===== src/rtl/vrs_pkg.sv =====
package vrs_pkg;
  localparam int unsigned VRS_DATA_W = 24;
  localparam int unsigned VRS_GAIN_W = 10;

  typedef enum logic [1:0] {
    RAMP_HOLD = 2'd0,
    RAMP_UP   = 2'd1,
    RAMP_DOWN = 2'd2
  } ramp_dir_e;
endpackage


===== src/rtl/vrs_gain_step.sv =====
module vrs_gain_step
  import vrs_pkg::*;
#(
  parameter int unsigned GAIN_W = VRS_GAIN_W
) (
  input  logic              clk,
  input  logic              rst_n,
  input  logic              step_en,
  input  logic [GAIN_W-1:0] target,
  output logic [GAIN_W-1:0] gain_q
);
  localparam logic [GAIN_W-1:0] ONE = GAIN_W'(1);

  ramp_dir_e         dir;
  logic [GAIN_W-1:0] gain_d;

  always_comb begin
    if (gain_q < target)      dir = RAMP_UP;
    else if (gain_q > target) dir = RAMP_DOWN;
    else                      dir = RAMP_HOLD;
  end

  always_comb begin
    gain_d = gain_q;
    if (step_en) begin
      case (dir)
        RAMP_UP:   gain_d = gain_q + ONE;
        RAMP_DOWN: gain_d = gain_q - ONE;
        default:   gain_d = gain_q;
      endcase
    end
  end

  always_ff @(posedge clk or negedge rst_n) begin
    if (!rst_n)       gain_q <= '0;
    else if (step_en) gain_q <= gain_d;
  end
endmodule


===== src/rtl/vrs_scale_mul.sv =====
module vrs_scale_mul
  import vrs_pkg::*;
#(
  parameter int unsigned DATA_W = VRS_DATA_W,
  parameter int unsigned GAIN_W = VRS_GAIN_W
) (
  input  logic                     clk,
  input  logic                     rst_n,
  input  logic                     en,
  input  logic signed [DATA_W-1:0] sample,
  input  logic        [GAIN_W-1:0] gain,
  output logic signed [DATA_W-1:0] y_q
);
  localparam int unsigned PROD_W = DATA_W + GAIN_W;
  localparam logic signed [PROD_W-1:0] BIAS = PROD_W'((1 << GAIN_W) - 1);

  logic signed [PROD_W-1:0] prod;
  logic signed [PROD_W-1:0] biased;
  logic signed [DATA_W-1:0] y_d;

  // gain < 2^GAIN_W, so |prod| < 2^(PROD_W-1): the product fits without overflow
  always_comb begin
    prod   = $signed(sample) * $signed({1'b0, gain});
    // add 2^GAIN_W-1 to negative products so the arithmetic shift rounds toward zero
    biased = prod[PROD_W-1] ? (prod + BIAS) : prod;
    y_d    = DATA_W'(biased >>> GAIN_W);
  end

  always_ff @(posedge clk or negedge rst_n) begin
    if (!rst_n)  y_q <= '0;
    else if (en) y_q <= y_d;
  end
endmodule


===== src/rtl/vol_ramp_scaler.sv =====
module vol_ramp_scaler
  import vrs_pkg::*;
#(
  parameter int unsigned DATA_W = VRS_DATA_W,
  parameter int unsigned GAIN_W = VRS_GAIN_W
) (
  input  logic              clk,
  input  logic              rst_n,
  input  logic              in_valid,
  input  logic [DATA_W-1:0] in_sample,
  input  logic [GAIN_W-1:0] vol_code,
  input  logic              mute_req,
  output logic              out_valid,
  output logic [DATA_W-1:0] out_sample,
  output logic              mute_done
);
  logic [GAIN_W-1:0]        tgt;
  logic [GAIN_W-1:0]        gain_q;
  logic signed [DATA_W-1:0] y_q;
  logic                     valid_q;

  assign tgt = mute_req ? '0 : vol_code;

  vrs_gain_step #(.GAIN_W(GAIN_W)) u_gain (
    .clk     (clk),
    .rst_n   (rst_n),
    .step_en (in_valid),
    .target  (tgt),
    .gain_q  (gain_q)
  );

  vrs_scale_mul #(.DATA_W(DATA_W), .GAIN_W(GAIN_W)) u_mul (
    .clk    (clk),
    .rst_n  (rst_n),
    .en     (in_valid),
    .sample ($signed(in_sample)),
    .gain   (gain_q),
    .y_q    (y_q)
  );

  always_ff @(posedge clk or negedge rst_n) begin
    if (!rst_n) valid_q <= 1'b0;
    else        valid_q <= in_valid;
  end

  assign out_valid  = valid_q;
  assign out_sample = y_q;
  assign mute_done  = mute_req && (gain_q == '0);
endmodule


===== config.mk =====
export PLATFORM = sky130hd
export DESIGN_NAME = vol_ramp_scaler
export DESIGN_NICKNAME = d
export VERILOG_FILES = /design/src/rtl/vrs_pkg.sv /design/src/rtl/vrs_gain_step.sv /design/src/rtl/vrs_scale_mul.sv /design/src/rtl/vol_ramp_scaler.sv
export SDC_FILE = /design/constraint.sdc
export NUM_CORES = 1
export LEC_CHECK = 0
export BUFFER_PORTS_ARGS = -buffer_cell sky130_fd_sc_hd__buf_2
export CAP_MARGIN = 10
export CELL_PAD_IN_SITES_DETAIL_PLACEMENT = 1
export CELL_PAD_IN_SITES_GLOBAL_PLACEMENT = 1
export CORE_UTILIZATION = 49
export CTS_CLUSTER_DIAMETER = 60
export DETAILED_ROUTE_END_ITERATION = 12
export GPL_ROUTABILITY_DRIVEN = 1
export GPL_TIMING_DRIVEN = 0
export PLACE_DENSITY = 0.89
export SYNTH_ARGS = -nofsm -noshare
export SYNTH_HDL_FRONTEND = slang
export SYNTH_SLANG_ARGS = --single-unit

===== constraint.sdc =====
create_clock -name clk -period 8.15 [get_ports clk]
set_input_delay 1.2225 -clock clk [delete_from_list [all_inputs] [get_ports clk]]
set_output_delay 1.2225 -clock clk [all_outputs]
set_load 0.03 [all_outputs]

==> qor.yml <==
logic_synthesis:
  avgSynthCellArea_um2: 8.58
  syn_area_mm2: 0.0112
  async_reset_ff_frac: 1.00
  seq_area_frac_synth: 0.0784
  synth-warning-count: 0
  synth_edf_count: 0
  ys_dominant_reg_cell: "dfrtp_1"
  synth.distinct_cells: 63
  syn-num-nets: 1639
  syn_inst: 1302
  yosys_register_bits: 35
sta:
  setup_viol: 0
  period_minus_slack_ns: 8.05
  fin_crit_sh: 0.987
  slew_headroom: 0.257
  setup_tns_ns: 0
  max_freq_mhz: 124
  skew_ns: 0.00667
  worst_slew_pin_slew_ns: 1.10
  whs_ns: 0.512
  drv_slew: 0
  hold_viol: 0
critical_path:
  timing.rr.start: "u_gain.gain_q[6]$_DFFE_PN0P_"
  critical-path-top-delay-family: "adder cells"
  crit_arrival_ns: 8.24
  worst-path-stages: 21
  regToRegSetupSlack_ns: 0.13
  worst_setup_path_start_kind: "input pin"
  worstPathRequired_ns: 8.34
  cp_slowest_cell: "fa_1"
  worst-setup-path-type: "in2reg"
  critPathMaxStageDelay_ns: 0.55
  crit_chain: "clkbuf_1 > nand2_1 > fa_1 > fa_1 > inv_1 > fa_1 > fa_1 > inv_1 > fa_1 > inv_1 > ha_1 > nand2_1 > a211o_1 > a211o_1 > a221o_1 > a311oi_2 > nand4b_4 > or4_4 > or4_1 > or4_1 > a31oi_1"
  reg2reg_depth: 23
  path_common_cell: "fa_1"
  critPathCaptureType: "flip-flop"
  reg2reg_to: "u_mul.y_q[18]$_DFFE_PN0P_"
  path_buf_inv: 4
  crit_fanout: 10
clocking:
  cts.htree.levels: 2
  clockRootBuffer: "clkbuf_16"
  worst_skew_pair.late_latency_ns: 0.28
  post-cts-setup-buffers: 0
  cts_tree: "yes"
  path_clk_slew_ns: 0.06
  clock-sinks: 35
  cts_hold_buf: 0
  cts_max_path_buffers: 2
  numCtsBuffers: 5
global_routing:
  grtUsageTotal: 0.299
  grt_overflow: 0
  antenna_found_initial: 1
  grt_pass1_vias: 10800
  grt_pass1_wl_mm: 54.5
  grt_max_degree: 36
outcome:
  status: "complete, no violations"
place:
  placed_cell_area_mm2: 0.0117
  place.gp.congestion: 0.872
  port-buffer-count: 40
  place_hpwl_mm: 27.8
die:
  start_util: 0.506
  die-area_mm2: 0.0234
  rows: 54
  core_area_mm2: 0.0221
  dieWidth_um: 153
  die_y_um: 153
  io_pins: 64
layout:
  stdcell_area_mm2: 0.0119
  final_util: 0.540
  area_growth_pct: 6.75
  drive_gt1_frac: 0.0733
  nets: 1686
route:
  drc: 0
  finalWirelength_mm: 33.5
  vias_per_cell: 5.75
  num_vias: 9381
  firstDrtPassIters: 5
  postRouteAntennaNets: 0
  drt_iter0_drc: 510
  avgRoutedWirePerCell_um: 20.5
hold_path:
  hp-start: "u_mul.y_q[23]$_DFFE_PN0P_"
  holdPathEnd: "u_mul.y_q[23]$_DFFE_PN0P_"
  min_path_cells: 1
  hold_class: "reg2reg"
run:
  maxCapViolCount: 0
-- logic make-up (layout without fill, tap and decap cells) --
logic type	Yosys count	in the layout	synth area share
DFF	35	35	0.0784
buffers and inverters	323	371	0.109
muxes	11	11	0.0109
AOI/OAI and AO/OA	158	158	0.0916
other	0	1	0
adders and majority gates	299	299	0.474
and+or+nand+nor	423	423	0.195
xor gates and xnor gates	53	53	0.0416
-- per-stage QoR --
step	worst slack, ns	std cells
after floorplan	0.660	1302
after global placement	-0.134	1622
after detailed placement	-0.430	1622
after CTS	-0.0239	1630
after global routing	-0.0313	1630
final	0.102	1631
-- cells in the final DEF, fill, tap and decap left out, types with 3 or more instances in the layout --
cell type  netlist  layout
or4_1            5       5
and2_1         123     123
ha_1            92      92
nand3b_1         3       3
nand4_1         10      10
clkbuf_2         1      27
nor3_1          14      14
fa_1           207     207
xnor2_1         36      35
o21bai_1         3       3
o21a_1           6       6
mux2_2           9       9
o21ai_0         19      18
o311ai_0         5       4
clkbuf_1        65      41
a31oi_1          9       9
nand3_1         14      14
o211ai_1         5       5
clkbuf_16        0       5
a21oi_1         58      58
xor2_1          17      17
inv_1          254     254
nor2b_1          6       6
a211o_1          5       5
nor2_1          41      41
a21o_1          18      18
nand2_1        158     158
nor4_1           9       8
dfrtp_1         35      35
a211oi_1         5       4
o31ai_1          3       3
buf_2            2      42
nand2b_1        15      15
and3_1           5       5
or3_1            5       5
-- synth_stat cells, types with 2 or more instances --
cell type / number / area, µm²
o31a_1: 2 / 17.5
nor2b_1: 6 / 37.5
nand2b_1: 15 / 93.8
or4_4: 2 / 22.5
a21o_1: 18 / 135
a21oi_1: 58 / 290
and2_1: 123 / 769
clkbuf_1: 65 / 244
nand3_1: 14 / 70.1
or3_1: 5 / 31.3
nand3b_1: 3 / 22.5
o311ai_0: 5 / 43.8
buf_2: 2 / 10.0
nand4_1: 10 / 62.6
xor2_1: 17 / 149
o31ai_1: 3 / 22.5
or2_2: 2 / 12.5
dfrtp_1: 35 / 876
o21a_1: 6 / 45.0
mux2i_1: 2 / 20.0
xnor2_1: 36 / 315
o21ai_0: 19 / 95.1
or4_1: 5 / 37.5
nor4_1: 9 / 56.3
a211oi_1: 5 / 37.5
fa_1: 207 / 4140
ha_1: 92 / 1150
and4_1: 2 / 17.5
o2111ai_1: 2 / 17.5
inv_1: 254 / 953
a311oi_1: 2 / 17.5
nand2_1: 158 / 593
mux2_2: 9 / 101
o221ai_1: 2 / 17.5
nor4b_1: 3 / 26.3
nor3_1: 14 / 70.1
o211ai_1: 5 / 37.5
a211o_1: 5 / 43.8
and3_1: 5 / 31.3
a41oi_1: 2 / 17.5
o21bai_1: 3 / 22.5
nor2_1: 41 / 154
a31oi_1: 9 / 56.3
-- layout make-up --
cell class,count,area (µm²)
Antenna cell,1,2.50
Multi-Input combinational cell,944,9110
Clock inverter,1,5.00
Clock buffer,7,133
Timing Repair Buffer,40,200
Buffer,69,295
Inverter,254,953
Sequential cell,35,876
Tap cell,280,350
Fill cell,2631,10200
-- registers in the layout (all words and copies together), names as in the netlist --
name           cells
out_valid          1
u_mul.y_q         24
u_gain.gain_q     10
-- worst max-delay path by stage --
stage,slack (ns),startpoint,end
2_1_floorplan,0.66,in_sample[5],u_mul.y_q[22]$_DFFE_PN0P_
3_3_place_gp,-0.13,in_sample[8],u_mul.y_q[22]$_DFFE_PN0P_
3_5_place_dp,-0.43,in_sample[8],u_mul.y_q[22]$_DFFE_PN0P_
4_1_cts,-0.02,u_gain.gain_q[3]$_DFFE_PN0P_,u_mul.y_q[18]$_DFFE_PN0P_
5_1_grt,-0.03,u_gain.gain_q[6]$_DFFE_PN0P_,u_mul.y_q[18]$_DFFE_PN0P_
6_report,0.10,in_sample[4],u_mul.y_q[18]$_DFFE_PN0P_
-- metal layers --
metal	share of wire	track usage	vias up
met5	0	0	-
met4	0.039	0.120	0
met3	0.035	0.0252	88
met2	0.55	0.580	268
met1	0.38	0.335	4873
li1	-	-	4152
-- repair_timing --
action                                 4_1_cts  5_1_grt
setup endpoints to repair                   16       21
endpoints found under the hold margin        0        0
gates resized for setup                      6       49
Power is not shown: default switching activity piles up to over one toggle a cycle in this logic, so the estimate is an artifact.
